### src/rtl/cmdbank_pkg.sv
package cmdbank_pkg;
  localparam int BYTE_W = 8;
  localparam int IDX_W  = 3;

  localparam logic [7:0] OP_PANEL  = 8'h00;
  localparam logic [7:0] OP_PWROFF = 8'h02;
  localparam logic [7:0] OP_PWRON  = 8'h04;
  localparam logic [7:0] OP_BOOST  = 8'h06;
  localparam logic [7:0] OP_SLEEP  = 8'h07;
  localparam logic [7:0] OP_DSTOP  = 8'h11;
  localparam logic [7:0] OP_REFR   = 8'h12;
  localparam logic [7:0] OP_RES    = 8'h61;
  localparam logic [7:0] OP_REV    = 8'h70;
  localparam logic [7:0] OP_STAT   = 8'h71;

  localparam logic [7:0] SLEEP_KEY = 8'hA5;

  localparam logic [7:0] DEF_PANEL   = 8'h07;
  localparam logic [7:0] DEF_BOOST_A = 8'h03;
  localparam logic [7:0] DEF_BOOST_B = 8'h00;
  localparam logic [5:0] DEF_BOOST_C = 6'h26;
  localparam logic [7:0] DEF_STATUS  = 8'h02;

  typedef struct packed {
    logic partial;
    logic i2c_err;
    logic i2c_idle;
    logic data;
    logic pwr_on;
    logic pwr_off;
    logic busy_n;
  } status_t;

  // number of parameter bytes an opcode accepts
  function automatic logic [IDX_W-1:0] param_count(input logic [7:0] op);
    case (op)
      OP_PANEL: param_count = 3'd1;
      OP_BOOST: param_count = 3'd3;
      OP_SLEEP: param_count = 3'd1;
      OP_RES:   param_count = 3'd4;
      default:  param_count = 3'd0;
    endcase
  endfunction

  function automatic logic [7:0] pack_status(input status_t s);
    pack_status = {1'b0, s.partial, s.i2c_err, s.i2c_idle, s.data,
                   s.pwr_on, s.pwr_off, s.busy_n};
  endfunction

  function automatic logic [8:0] merge_hi(input logic [8:0] cur, input logic [7:0] b);
    merge_hi = {b[0], cur[7:0]};
  endfunction

  function automatic logic [8:0] merge_lo_even(input logic [8:0] cur, input logic [7:0] b);
    merge_lo_even = {cur[8], b[7:1], 1'b0};
  endfunction

  function automatic logic [8:0] merge_lo(input logic [8:0] cur, input logic [7:0] b);
    merge_lo = {cur[8], b};
  endfunction
endpackage

### src/rtl/cmdbank_seq.sv
module cmdbank_seq
  import cmdbank_pkg::*;
(
  input  logic              clk,
  input  logic              rst_n,
  input  logic              accept,
  input  logic              is_param,
  input  logic [7:0]        byte_in,
  output logic [7:0]        cur_op,
  output logic [IDX_W-1:0]  prm_idx,
  output logic              prm_wr,
  output logic              cmd_evt
);
  localparam logic [IDX_W-1:0] IDX_MAX = {IDX_W{1'b1}};

  assign cmd_evt = accept && !is_param;
  assign prm_wr  = accept && is_param && (prm_idx < param_count(cur_op));

  always_ff @(posedge clk or negedge rst_n) begin
    if (!rst_n) begin
      cur_op  <= OP_PANEL;
      prm_idx <= '0;
    end else if (cmd_evt) begin
      cur_op  <= byte_in;
      prm_idx <= '0;
    end else if (accept && is_param && prm_idx != IDX_MAX) begin
      prm_idx <= prm_idx + 1'b1;
    end
  end
endmodule

### src/rtl/cmdbank_regs.sv
module cmdbank_regs
  import cmdbank_pkg::*;
(
  input  logic              clk,
  input  logic              rst_n,
  input  logic              prm_wr,
  input  logic [7:0]        cur_op,
  input  logic [IDX_W-1:0]  prm_idx,
  input  logic [7:0]        byte_in,
  output logic [7:0]        cfg_panel,
  output logic [7:0]        cfg_boost_a,
  output logic [7:0]        cfg_boost_b,
  output logic [5:0]        cfg_boost_c,
  output logic [8:0]        cfg_hres,
  output logic [8:0]        cfg_vres
);
  always_ff @(posedge clk or negedge rst_n) begin
    if (!rst_n) begin
      cfg_panel   <= DEF_PANEL;
      cfg_boost_a <= DEF_BOOST_A;
      cfg_boost_b <= DEF_BOOST_B;
      cfg_boost_c <= DEF_BOOST_C;
      cfg_hres    <= '0;
      cfg_vres    <= '0;
    end else if (prm_wr) begin
      case (cur_op)
        OP_PANEL: cfg_panel <= byte_in;
        OP_BOOST: begin
          case (prm_idx)
            3'd0:    cfg_boost_a <= byte_in;
            3'd1:    cfg_boost_b <= byte_in;
            default: cfg_boost_c <= byte_in[5:0];
          endcase
        end
        OP_RES: begin
          case (prm_idx)
            3'd0:    cfg_hres <= merge_hi(cfg_hres, byte_in);
            3'd1:    cfg_hres <= merge_lo_even(cfg_hres, byte_in);
            3'd2:    cfg_vres <= merge_hi(cfg_vres, byte_in);
            default: cfg_vres <= merge_lo(cfg_vres, byte_in);
          endcase
        end
        default: ;
      endcase
    end
  end
endmodule

### src/rtl/cmdbank_ctl.sv
module cmdbank_ctl
  import cmdbank_pkg::*;
(
  input  logic              clk,
  input  logic              rst_n,
  input  logic              cmd_evt,
  input  logic              prm_wr,
  input  logic [7:0]        cur_op,
  input  logic [IDX_W-1:0]  prm_idx,
  input  logic [7:0]        byte_in,
  input  logic              act_done,
  input  logic              flag_partial,
  input  logic              flag_i2c_err,
  input  logic              flag_i2c_idle,
  input  logic              flag_data,
  output logic              busy_n,
  output logic              pulse_pwr_on,
  output logic              pulse_pwr_off,
  output logic              pulse_data_stop,
  output logic              pulse_refresh,
  output logic              pulse_sleep,
  output logic [7:0]        status_q
);
  logic go_on, go_off, go_stop, go_refr, go_sleep, go_busy;
  logic pwr_on_q, pwr_off_q;
  status_t live;

  assign go_on    = cmd_evt && byte_in == OP_PWRON;
  assign go_off   = cmd_evt && byte_in == OP_PWROFF;
  assign go_stop  = cmd_evt && byte_in == OP_DSTOP;
  assign go_refr  = cmd_evt && byte_in == OP_REFR;
  assign go_sleep = prm_wr && cur_op == OP_SLEEP && prm_idx == '0 && byte_in == SLEEP_KEY;
  assign go_busy  = go_on || go_off || go_refr || go_sleep;

  always_comb begin
    live.partial  = flag_partial;
    live.i2c_err  = flag_i2c_err;
    live.i2c_idle = flag_i2c_idle;
    live.data     = flag_data;
    live.pwr_on   = pwr_on_q;
    live.pwr_off  = pwr_off_q;
    live.busy_n   = busy_n;
  end

  always_ff @(posedge clk or negedge rst_n) begin
    if (!rst_n) begin
      busy_n          <= 1'b1;
      pulse_pwr_on    <= 1'b0;
      pulse_pwr_off   <= 1'b0;
      pulse_data_stop <= 1'b0;
      pulse_refresh   <= 1'b0;
      pulse_sleep     <= 1'b0;
      pwr_on_q        <= 1'b0;
      pwr_off_q       <= 1'b1;
      status_q        <= DEF_STATUS;
    end else begin
      pulse_pwr_on    <= go_on;
      pulse_pwr_off   <= go_off;
      pulse_data_stop <= go_stop;
      pulse_refresh   <= go_refr;
      pulse_sleep     <= go_sleep;
      if (!busy_n && act_done) busy_n <= 1'b1;
      else if (go_busy)        busy_n <= 1'b0;
      if (go_on) begin
        pwr_on_q  <= 1'b1;
        pwr_off_q <= 1'b0;
      end else if (go_off) begin
        pwr_on_q  <= 1'b0;
        pwr_off_q <= 1'b1;
      end
      if (cmd_evt && byte_in == OP_STAT) status_q <= pack_status(live);
    end
  end
endmodule

### src/rtl/cmdbank_top.sv
module cmdbank_top
  import cmdbank_pkg::*;
#(
  parameter logic [7:0] REV_ID = 8'h01
) (
  input  logic       clk,
  input  logic       rst_n,
  input  logic       in_valid,
  input  logic       in_is_param,
  input  logic [7:0] in_byte,
  input  logic       act_done,
  input  logic       flag_partial,
  input  logic       flag_i2c_err,
  input  logic       flag_i2c_idle,
  input  logic       flag_data,
  output logic       busy_n,
  output logic       pulse_pwr_on,
  output logic       pulse_pwr_off,
  output logic       pulse_data_stop,
  output logic       pulse_refresh,
  output logic       pulse_sleep,
  output logic [7:0] cfg_panel,
  output logic [7:0] cfg_boost_a,
  output logic [7:0] cfg_boost_b,
  output logic [5:0] cfg_boost_c,
  output logic [8:0] cfg_hres,
  output logic [8:0] cfg_vres,
  output logic [7:0] rd_byte
);
  logic             accept;
  logic [7:0]       cur_op;
  logic [IDX_W-1:0] prm_idx;
  logic             prm_wr;
  logic             cmd_evt;
  logic [7:0]       status_q;

  // host bytes count only while idle
  assign accept = in_valid && busy_n;

  cmdbank_seq seq_i (
    .clk(clk), .rst_n(rst_n), .accept(accept), .is_param(in_is_param),
    .byte_in(in_byte), .cur_op(cur_op), .prm_idx(prm_idx),
    .prm_wr(prm_wr), .cmd_evt(cmd_evt)
  );

  cmdbank_regs regs_i (
    .clk(clk), .rst_n(rst_n), .prm_wr(prm_wr), .cur_op(cur_op),
    .prm_idx(prm_idx), .byte_in(in_byte), .cfg_panel(cfg_panel),
    .cfg_boost_a(cfg_boost_a), .cfg_boost_b(cfg_boost_b),
    .cfg_boost_c(cfg_boost_c), .cfg_hres(cfg_hres), .cfg_vres(cfg_vres)
  );

  cmdbank_ctl ctl_i (
    .clk(clk), .rst_n(rst_n), .cmd_evt(cmd_evt), .prm_wr(prm_wr),
    .cur_op(cur_op), .prm_idx(prm_idx), .byte_in(in_byte),
    .act_done(act_done), .flag_partial(flag_partial),
    .flag_i2c_err(flag_i2c_err), .flag_i2c_idle(flag_i2c_idle),
    .flag_data(flag_data), .busy_n(busy_n), .pulse_pwr_on(pulse_pwr_on),
    .pulse_pwr_off(pulse_pwr_off), .pulse_data_stop(pulse_data_stop),
    .pulse_refresh(pulse_refresh), .pulse_sleep(pulse_sleep),
    .status_q(status_q)
  );

  always_comb begin
    case (cur_op)
      OP_REV:  rd_byte = REV_ID;
      OP_STAT: rd_byte = status_q;
      default: rd_byte = 8'h00;
    endcase
  end
endmodule

### config.mk
export PLATFORM = sky130hd
export DESIGN_NAME = cmdbank_top
export DESIGN_NICKNAME = d
export VERILOG_FILES = /design/src/rtl/cmdbank_pkg.sv /design/src/rtl/cmdbank_seq.sv /design/src/rtl/cmdbank_regs.sv /design/src/rtl/cmdbank_ctl.sv /design/src/rtl/cmdbank_top.sv
export SDC_FILE = /design/constraint.sdc
export NUM_CORES = 1
export LEC_CHECK = 0
export BUFFER_PORTS_ARGS = -buffer_cell sky130_fd_sc_hd__buf_4
export CAP_MARGIN = 20
export CORE_AREA = 2 2 106 108
export CTS_BUF_LIST = sky130_fd_sc_hd__clkbuf_8
export DETAILED_ROUTE_END_ITERATION = 8
export DIE_AREA = 0 0 108 110
export GPL_TIMING_DRIVEN = 0
export HOLD_SLACK_MARGIN = 0.05
export MAX_ROUTING_LAYER = met4
export SKIP_LAST_GASP = 1
export SYNTH_ARGS = -nofsm -noshare
export SYNTH_HDL_FRONTEND = slang
export SYNTH_SLANG_ARGS = --single-unit
### constraint.sdc
create_clock -name clk -period 2.6 [get_ports clk]
set_input_delay 0 -clock clk [delete_from_list [all_inputs] [get_ports clk]]
set_output_delay 0 -clock clk [all_outputs]
set_load 0.01 [all_outputs]
==> results.toml <==
[outcome]
status = "complete, but fails checks"
violations = "setup timing"

[detailed_routing]
vias_per_cell = 4.65
dr_wl_met3_um = 318
drt-total-wl_mm = 8.24
num_vias = 2295
drc = 0
drtIter0Drc = 114
wl_per_cell_um = 16.7
wl_met1_mm = 3.56
met2_length_mm = 4.10
ant_nets = 0
routed.top_layer = "met4"
dr.pass1.iters = 4

[clock_network]
cts.sinks = 73
cts-buffers-inserted = 9
h-tree-depth = 3
cts_tree = "yes"
cts-root-buf = "clkbuf_8"
path_clk_slew_ps = 80
clock_path_buffers = 2
clk_latency_ps = 360

[setup_path]
arrival_ps = 3020
worstSetupStartpointType = "flip-flop"
crit_type = "flip-flop to flip-flop"
crit_path_end_kind = "flip-flop"
required_ps = 2840
crit_fanout = 7

[placement]
place_hpwl_mm = 5.38
placedCellCount = 452
pre_cts_ws_ps = -465
portBuffers = 73
place_congestion = 0.810

[global_routing]
grt_pass1_vias = 2469
grt_max_degree = 74
overflow = 0
antenna_found_initial = 0
grt_pass1_wl_mm = 12.9
grt_usage = 0.150

[die]
die_w_um = 108
fp-row-count = 38
die_area_mm2 = 0.0119
core_mm2 = 0.0107
die_y_um = 110
initial_core_util = 0.303
boundaryPins = 79

[timing]
setup_tns_ps = -4290
period_needed_ps = 2780
hold_violations = 0
clock_skew_ps = 10.7
worst_slack_ps = -183
rsz0062_at_grt = "yes"
setup_viol = 40
slew_headroom = 0.388
fin_crit_sh = 1.07
drv_slew = 0
clock.fmax_mhz = 359
worst_pin_slew_ps = 919
holdWs_ps = 60.3

[power]
pwr-share-comb = 0.186
swShare = 0.288
p_per_area_mw_per_mm2 = 593
p_switching_uw = 778
power.internal_mw = 1.92
leakage_nw = 2.24
clkPwrFrac = 0.328
p_seq_frac = 0.486
ir_drop_v = 0.000254

[final_layout]
fin_nets = 373
stdcell_count = 494
drive_gt1_frac = 0.568
syn2layout_area_growth_pct = 40.5
final_util = 0.425
num-fill-cells = 1026
diodes = 0

[logic_synthesis]
synth_cells = 238
seq_area_frac_synth = 0.568
synthArstFlopShare = 1.00
syn-cell-area_mm2 = 0.00324
synth_edf_count = 0
synth_seq_cells = 73
yosys_warnings = 0
synth_top_flop_cell = "dfrtp_1"
ys_types = 43
syn_avg_cell_area_um2 = 13.6

[min_path]
hp-class = "input port to flip-flop"

[run]
maxCapViolCount = 0
## power groups by stage
stage | sequential (mW) | clock [mW] | combinational (mW)
6_report | 1.31 | 0.884 | 0.502
5_1_grt | 1.32 | 0.959 | 0.550
4_1_cts | 1.30 | 0.914 | 0.460
3_5_place_dp | 1.32 | 0 | 0.400
3_3_place_gp | 1.32 | 0 | 0.388
2_1_floorplan | 1.32 | 0 | 0.221
## area by class of cell
| type | instances | area, um^2 | area share |
|---|---|---|---|
| Clock inverter | 7 | 71.3 | 0.0157 |
| Multi-Input combinational cell | 148 | 1460 | 0.321 |
| Clock buffer | 9 | 124 | 0.0272 |
| Sequential cell | 73 | 1840 | 0.405 |
| Tap cell | 140 | 175 | 0.0385 |
| Inverter | 6 | 22.5 | 0.00495 |
| Timing Repair Buffer | 102 | 812 | 0.179 |
| Buffer | 9 | 41.3 | 0.00908 |
## cells in the mapped netlist, types with 3 or more instances
master / number / area (um^2)
ha_1: 7 / 87.6
nand3_1: 4 / 20.0
inv_1: 6 / 22.5
buf_4: 3 / 22.5
and2_1: 6 / 37.5
mux2_4: 8 / 120
nand2b_1: 5 / 31.3
and3_1: 3 / 18.8
nor2_1: 7 / 26.3
nor4_1: 4 / 25.0
a21oi_1: 4 / 20.0
dfstp_2: 11 / 289
clkbuf_1: 8 / 30.0
nand2_1: 9 / 33.8
nor3_1: 7 / 35.0
dfrtp_1: 62 / 1550
mux2_2: 53 / 597
## critical path, stage by stage, from the launching register on
cell	delay [ps]
dfrtp_2	440
nor4_4	320
nand4_1	220
ha_4	310
a211oi_4	250
nand4b_1	190
buf_4	190
nor4b_4	230
buf_6	200
mux2_4	310
## what timing repair did
item,CTS,global route
setup buffers,15,2
cloned,0,0
hold buffers,12,0
endpoints found under the setup margin,41,52
pin swaps,10,10
resized for setup,14,15
hold endpoints to repair,83,0
## metal layers
| layer | track usage | vias up |
|---|---|---|
| met5 | - | - |
| met1 | 0.180 | 1147 |
| li1 | - | 1067 |
| met4 | 0.0806 | 0 |
| met2 | 0.235 | 59 |
| met3 | 0.0370 | 22 |
## state kept, by name, indices dropped and copies added, names as in the netlist
| register | cells |
|---|---|
| ctl_i.pulse_pwr_on | 1 |
| regs_i.cfg_vres | 9 |
| ctl_i.pwr_on_q | 1 |
| ctl_i.pulse_refresh | 1 |
| ctl_i.pulse_sleep | 1 |
| ctl_i.busy_n | 1 |
| regs_i.cfg_boost_b | 8 |
| seq_i.cur_op | 8 |
| ctl_i.pulse_data_stop | 1 |
| regs_i.cfg_hres | 8 |
| regs_i.cfg_boost_a | 8 |
| seq_i.prm_idx | 3 |
| ctl_i.status_q | 7 |
| regs_i.cfg_panel | 8 |
| ctl_i.pwr_off_q | 1 |
| ctl_i.pulse_pwr_off | 1 |
| regs_i.cfg_boost_c | 6 |
## worst paths after layout
check | start | endpoint | slack (ps) | cells past startpoint
worst max-delay path | seq_i.cur_op[1]$_DFFE_PN0P_ | regs_i.cfg_hres[7]$_DFFE_PN0P_ | -180 | 9
worst min-delay path | in_is_param | seq_i.prm_idx[1]$_DFFE_PN0P_ | 60 | 4
worst max register to register | seq_i.cur_op[1]$_DFFE_PN0P_ | regs_i.cfg_hres[7]$_DFFE_PN0P_ | -180 | 9
worst min register to register | ctl_i.status_q[0]$_DFFE_PN0P_ | ctl_i.status_q[0]$_DFFE_PN0P_ | 460 | 1
max in group asynchronous | rst_n | seq_i.cur_op[1]$_DFFE_PN0P_ | 1650 | 2
min in group asynchronous | rst_n | regs_i.cfg_boost_a[3]$_DFFE_PN0P_ | 330 | 2
## stage by stage
stage               cell area (um^2)  power [mW]
finish                          4550        2.70
global route                    4550        2.83
CTS                             4480        2.68
detailed placement              3980        1.72
global placement                3980        1.71
floorplan                       3250        1.55
## layout by cell type, fill, tap and decap left out, types with 3 or more instances in the layout
cell,n
ha_1,5
dfrtp_1,61
clkbuf_1,7
nand2_1,9
inv_1,7
nor2_1,6
or3_4,3
a21oi_1,3
dfstp_2,11
and3_1,3
nand3_1,4
clkbuf_8,9
dlygate4sd3_1,12
nand2b_1,5
and2_1,6
buf_4,90
mux2_4,16
mux2_2,45
nor3_1,7
## cell families (layout without fill, tap and decap cells)
family                     after synthesis  in the layout  share of synthesized area
other                                    1              2                    0.00116
buffers and inverters                   18            133                     0.0247
adders and majority gates                7              7                     0.0270
DFF                                     73             73                      0.568
AOI/OAI and AO/OA                       17             17                     0.0386
muxes                                   61             61                      0.221
and+or+nand+nor                         61             61                      0.119
Power figures use the tool's default switching activity.
